--- config.mk ---
export PLATFORM = sky130hd
export DESIGN_NAME = srom_addr_check
export DESIGN_NICKNAME = d
export VERILOG_FILES = /design/src/rtl/srom_pkg.sv /design/src/rtl/srom_sync_hunt.sv /design/src/rtl/srom_cksum.sv /design/src/rtl/srom_addr_check.sv
export SDC_FILE = /design/constraint.sdc
export NUM_CORES = 1
export LEC_CHECK = 0
export BUFFER_PORTS_ARGS = -buffer_cell sky130_fd_sc_hd__clkbuf_2
export CELL_PAD_IN_SITES_DETAIL_PLACEMENT = 0
export CELL_PAD_IN_SITES_GLOBAL_PLACEMENT = 2
export CORE_MARGIN = 8
export CORE_UTILIZATION = 32
export DETAILED_ROUTE_END_ITERATION = 6
export GPL_TIMING_DRIVEN = 0
export PLACE_DENSITY = 0.85
export SYNTH_ARGS = -nofsm -noshare
export SYNTH_HDL_FRONTEND = slang
export SYNTH_SLANG_ARGS = --single-unit
--- constraint.sdc ---
create_clock -name clk -period 3.85 [get_ports clk]
set_input_delay 0.77 -clock clk [delete_from_list [all_inputs] [get_ports clk]]
set_output_delay 0.77 -clock clk [all_outputs]
set_load 0.05 [all_outputs]
--- src/rtl/srom_pkg.sv ---
package srom_pkg;

  typedef enum logic [1:0] {
    ST_IDLE,
    ST_HUNT,
    ST_ADDR,
    ST_SUM
  } srom_state_e;

  localparam logic [16:0] FOLD_VAL = 17'd65535;

  // expected marker byte for a given match position (period of four)
  function automatic logic [7:0] marker_byte(input logic [1:0] pos);
    case (pos)
      2'd0:    return 8'hFF;
      2'd1:    return 8'h00;
      2'd2:    return 8'h55;
      default: return 8'hAA;
    endcase
  endfunction

  function automatic logic [16:0] fold_above(input logic [16:0] v);
    return (v > FOLD_VAL) ? v - FOLD_VAL : v;
  endfunction

  function automatic logic [16:0] fold_atleast(input logic [16:0] v);
    return (v >= FOLD_VAL) ? v - FOLD_VAL : v;
  endfunction

  // one accumulate step: double, fold, add word, fold (final step folds on equality too)
  function automatic logic [16:0] sum_step(input logic [16:0] acc,
                                           input logic [15:0] word,
                                           input logic        last);
    logic [16:0] dbl;
    logic [16:0] tot;
    dbl = fold_above({acc[15:0], 1'b0});
    tot = dbl + {1'b0, word};
    return last ? fold_atleast(tot) : fold_above(tot);
  endfunction

endpackage

--- src/rtl/srom_sync_hunt.sv ---
module srom_sync_hunt #(
  parameter int unsigned LIMIT = 32
) (
  input  logic       clk,
  input  logic       rst_n,
  input  logic       clear,
  input  logic       byte_vld,
  input  logic [7:0] byte_in,
  output logic       hit,
  output logic       give_up
);
  import srom_pkg::*;

  localparam int unsigned CW = $clog2(LIMIT + 1);

  logic [2:0]    idx_q;
  logic [CW-1:0] cnt_q;
  logic          byte_match;

  assign byte_match = (byte_in == marker_byte(idx_q[1:0]));
  assign hit        = byte_vld && byte_match && (idx_q == 3'd7);
  assign give_up    = byte_vld && !hit && (cnt_q == CW'(LIMIT - 1));

  always_ff @(posedge clk) begin
    if (!rst_n || clear) begin
      idx_q <= '0;
      cnt_q <= '0;
    end else if (byte_vld) begin
      cnt_q <= cnt_q + 1'b1;
      idx_q <= byte_match ? idx_q + 3'd1 : 3'd0;
    end
  end


  hunt_limit_chk: assert property (@(posedge clk) disable iff (!rst_n)
    (byte_vld && !clear) |-> (cnt_q < CW'(LIMIT)));

endmodule

--- src/rtl/srom_cksum.sv ---
module srom_cksum (
  input  logic        clk,
  input  logic        rst_n,
  input  logic        clear,
  input  logic        byte_vld,
  input  logic [2:0]  pos,
  input  logic [7:0]  byte_in,
  output logic [16:0] sum
);
  import srom_pkg::*;

  logic [7:0]  lo_q;
  logic [16:0] sum_q;

  always_ff @(posedge clk) begin
    if (!rst_n || clear) begin
      lo_q  <= '0;
      sum_q <= '0;
    end else if (byte_vld) begin
      if (!pos[0])
        lo_q <= byte_in;
      else if (pos == 3'd1)
        sum_q <= {1'b0, byte_in, lo_q};
      else
        sum_q <= sum_step(sum_q, {byte_in, lo_q}, pos == 3'd5);
    end
  end

  assign sum = sum_q;


  sum_range_chk: assert property (@(posedge clk) disable iff (!rst_n)
    sum_q <= FOLD_VAL);


  final_fold_chk: assert property (@(posedge clk) disable iff (!rst_n)
    (byte_vld && !clear && pos == 3'd5) |=> (sum_q < FOLD_VAL));

endmodule

--- src/rtl/srom_addr_check.sv ---
module srom_addr_check #(
  parameter int unsigned HUNT_LIMIT = 32
) (
  input  logic        clk,
  input  logic        rst_n,
  input  logic        start,
  input  logic        skip_sync,
  output logic        rd_req,
  input  logic        rd_vld,
  input  logic [7:0]  rd_data,
  output logic [47:0] station_addr,
  output logic        done,
  output logic        ok,
  output logic        fail
);
  import srom_pkg::*;

  srom_state_e state_q;
  logic [2:0]  pos_q;
  logic [7:0]  ck_lo_q;
  logic [47:0] addr_q;
  logic        done_q, ok_q, fail_q;

  logic        take, run_clear, hunt_vld, addr_vld;
  logic        sync_hit, sync_give_up;
  logic [16:0] calc_sum;

  assign rd_req    = (state_q != ST_IDLE);
  assign take      = rd_req && rd_vld;
  assign run_clear = (state_q == ST_IDLE) && start;
  assign hunt_vld  = take && (state_q == ST_HUNT);
  assign addr_vld  = take && (state_q == ST_ADDR);

  srom_sync_hunt #(.LIMIT(HUNT_LIMIT)) u_hunt (
    .clk      (clk),
    .rst_n    (rst_n),
    .clear    (run_clear),
    .byte_vld (hunt_vld),
    .byte_in  (rd_data),
    .hit      (sync_hit),
    .give_up  (sync_give_up)
  );

  srom_cksum u_sum (
    .clk      (clk),
    .rst_n    (rst_n),
    .clear    (run_clear),
    .byte_vld (addr_vld),
    .pos      (pos_q),
    .byte_in  (rd_data),
    .sum      (calc_sum)
  );

  always_ff @(posedge clk) begin
    if (!rst_n) begin
      state_q <= ST_IDLE;
      pos_q   <= '0;
      ck_lo_q <= '0;
      addr_q  <= '0;
      done_q  <= 1'b0;
      ok_q    <= 1'b0;
      fail_q  <= 1'b0;
    end else begin
      done_q <= 1'b0;
      unique case (state_q)
        ST_IDLE: begin
          if (start) begin
            state_q <= skip_sync ? ST_ADDR : ST_HUNT;
            pos_q   <= '0;
            addr_q  <= '0;
            ok_q    <= 1'b0;
            fail_q  <= 1'b0;
          end
        end
        ST_HUNT: begin
          if (sync_hit) begin
            state_q <= ST_ADDR;
            pos_q   <= '0;
          end else if (sync_give_up) begin
            state_q <= ST_IDLE;
            done_q  <= 1'b1;
            fail_q  <= 1'b1;
          end
        end
        ST_ADDR: begin
          if (addr_vld) begin
            addr_q[{pos_q, 3'b000} +: 8] <= rd_data;
            if (pos_q == 3'd0 && rd_data[0]) begin
              state_q <= ST_IDLE;
              done_q  <= 1'b1;
              fail_q  <= 1'b1;
            end else if (pos_q == 3'd5) begin
              if (addr_q[23:0] == 24'd0) begin
                state_q <= ST_IDLE;
                done_q  <= 1'b1;
                fail_q  <= 1'b1;
              end else begin
                state_q <= ST_SUM;
                pos_q   <= '0;
              end
            end else begin
              pos_q <= pos_q + 3'd1;
            end
          end
        end
        ST_SUM: begin
          if (take) begin
            if (pos_q == 3'd0) begin
              ck_lo_q <= rd_data;
              pos_q   <= 3'd1;
            end else begin
              state_q <= ST_IDLE;
              done_q  <= 1'b1;
              ok_q    <= (calc_sum == {1'b0, rd_data, ck_lo_q});
              fail_q  <= (calc_sum != {1'b0, rd_data, ck_lo_q});
            end
          end
        end
        default: state_q <= ST_IDLE;
      endcase
    end
  end

  assign station_addr = addr_q;
  assign done         = done_q;
  assign ok           = ok_q;
  assign fail         = fail_q;


  done_pulse_chk: assert property (@(posedge clk) disable iff (!rst_n)
    done |=> !done);


  done_no_read_chk: assert property (@(posedge clk) disable iff (!rst_n)
    done |-> !rd_req);


  addr_hold_chk: assert property (@(posedge clk) disable iff (!rst_n)
    (state_q == ST_IDLE && !start) |=> $stable(station_addr));


  verdict_excl_chk: assert property (@(posedge clk) disable iff (!rst_n)
    !(ok && fail));


  ok_at_done_chk: assert property (@(posedge clk) disable iff (!rst_n)
    $rose(ok) |-> done);

endmodule

==> metrics.cfg <==
[outcome]
violations = negative setup slack
status = finished, violations left

[global_routing]
antenna_found_initial = 0
grt_pass1_wl_mm = 32.2
grt_pass1_vias = 5724
track_usage_pct = 18.0
grt_overflow = 0
grt_max_degree = 20

[placed_design]
place_ws_ps = -755
port_buffers = 64
post_dp_cell_area_mm2 = 0.00652
gp_congestion = 0.865
hpwl_mm = 14.7

[floorplanning]
initial_core_util_pct = 32.7
fp-row-count = 49
ios = 65
die_w_um = 152
fp.dieH_um = 152
die_area_mm2 = 0.0230
coreArea_mm2 = 0.0180

[clock_network]
insertion_delay_ps = 360
clk_pin_slew_ps = 80
cts_made_buffers = 9
clock_path_buffers = 2
clk_root_buffer_cell = clkbuf_16
cts_htree_levels = 3
clock_sinks = 98
cts_tree = yes

[synthesis]
synth_edf_count = 0
synth_most_common_cell = dfxtp_1
synth_ff_type = dfxtp_1
synth_async_sr_flop_share_pct = 0
synth_seq_cells = 98
synth.distinct_cells = 73
ys_seq_area_share_pct = 33.3
synth_top_area_share_pct = 33.3
yosys-top-cells-area = dfxtp_1 33%, ha_1 7.2%, a22oi_1 6.4%
ys_top_cells_by_count = 98 x dfxtp_1, 95 x nand2_1, 77 x nor2_1, 50 x a22oi_1, 37 x a21oi_1
syn_area_mm2 = 0.00590
synth_cells = 731
synth_nets = 779
ys_warn_count = 0
synth_top_cell_by_area = dfxtp_1
avgSynthCellArea_um2 = 8.07

[routing]
wire_per_inst_um = 19.1
route.detailed.drc = 0
drtPass1Iterations = 5
drtAntennaViolNets = 0
drt_iter0_drc = 481
vias = 5921
totalWireLength_mm = 20.5
via_per_inst = 5.53

[cells_and_area]
antenna_cells = 0
syn2layout_area_growth_pct = 23.5
fill_cells = 1915
final_util_pct = 40.4
drive_gt1_share_pct = 20.7
nets = 884
final_cell_area_mm2 = 0.00728

[pwr]
power.leakage_nw = 2.79
power_density_mw_per_mm2 = 408
finalPower_mw = 2.97
peakVddDrop_uv = 224

[sta]
finalMaxSlewViolations = 0
hold_violations = 0
whs_ps = 459
timing.fmax_ghz = 0.259
finalCritPeriodShare_pct = 100
rsz0062_at_grt = yes
setup_viol = 2
setup_slack_ps = -18.0
min_period_ps = 3870
relSlewSlack_pct = 17.7
skew_ps = 9.41
worst_slew_pin_slew_ps = 1220

[min_path]
hp-class = reg2reg

[setup_path]
critPathLaunchType = register
arrival_ps = 4110
cp_max_fo = 7
r2r_slack_ps = -20
end_kind = register
required_ps = 4090
critical_path_class = reg2reg

[run]
cap_violations = 0

layer usage:
| metal | up-vias | GRT usage (%) | part of all wire (%) |
|---|---|---|---|
| li1 | 2878 | - | - |
| met1 | 2846 | 24.3 | 48 |
| met2 | 169 | 28.3 | 45 |
| met3 | 28 | 3.06 | 4.5 |
| met4 | 0 | 6.71 | 2.4 |
| met5 | - | 0 | 0 |
state kept, by name (all words and copies together) (netlist names), 2 cells and up:
name / count
station_addr: 48
u_sum.sum: 17
ck_lo_q: 8
u_sum.lo_q: 8
u_hunt.cnt_q: 6
pos_q: 3
u_hunt.idx_q: 3
state_q: 2
what timing repair did:
action                                  in CTS  in global routing
hold buffers                                 0                  0
setup buffers                               18                 12
pin swaps                                   10                 24
endpoints found under the setup margin      17                 17
resized for setup                           25                 33
worst paths after layout:
kind / start / endpoint / depth (start not counted)
setup / recovery: u_sum.lo_q[2] / u_sum.sum[13] / 17
hold / removal: u_sum.sum[16] / u_sum.sum[16] / 2
setup reg to reg: u_sum.lo_q[2] / u_sum.sum[13] / 17
hold reg to reg: u_sum.sum[16] / u_sum.sum[16] / 2
metrics by stage:
step,TNS (ps),std cells
2_1_floorplan,0,731
3_3_place_gp,-10330,1024
3_5_place_dp,-10550,1024
4_1_cts,0,1058
5_1_grt,-2160,1070
6_report,-18.3,1070
report_power, final:
group          total [mW]  switching, mW  leakage (nW)  internal [mW]
Combinational       0.991          0.734          1.86          0.257
Clock               0.913          0.455         0.143          0.458
Sequential           1.07         0.0326         0.792           1.04
cells in the final DEF, fill, tap and decap left out, drive strengths merged, types with 5 or more instances in the layout:
master and count:
a211oi 10, a21boi 13, a21oi 39, a22oi 50, a31oi 8, and2 10, and3 6, buf 35
clkbuf 103, dfxtp 98, ha 34, inv 19, nand2 95, nand2b 6, nand3 22, nand4 13
nor2 77, nor2b 17, nor3 14, nor4 14, o211ai 11, o21a 8, o21ai 37, o31ai 5
xnor2 14, xor2 21
critical path: stages (launching register included):
cell	delay, ps
dfxtp_1	360
ha_2	320
o211ai_1	270
o21ai_2	120
xnor2_1	250
nor3_2	280
nand4_1	190
nor4_2	360
nand3_1	140
nor2_1	130
ha_2	200
buf_8	130
clkinvlp_4	140
a31oi_4	270
buf_4	180
a21oi_4	80
a32oi_2	230
a21oi_1	90
layout make-up:
cell class | instances | area [um2] | share of cell area (%)
Clock inverter | 7 | 72.6 | 0.996
Timing Repair Buffer | 94 | 549 | 7.54
Inverter | 17 | 67.6 | 0.928
Buffer | 35 | 150 | 2.06
Sequential cell | 98 | 1970 | 27.1
Clock buffer | 9 | 225 | 3.09
Multi-Input combinational cell | 581 | 3960 | 54.4
Tap cell | 229 | 287 | 3.93
kinds of logic after synthesis:
kind of cell / synth area share, %
simple gates: 23.9
compound gates: 26.4
flops: 33.3
buf+inv: 3.44
xor+xnor: 5.32
fa+ha+maj: 7.55
mux: 0.170
(Power assumes the default switching activity.)
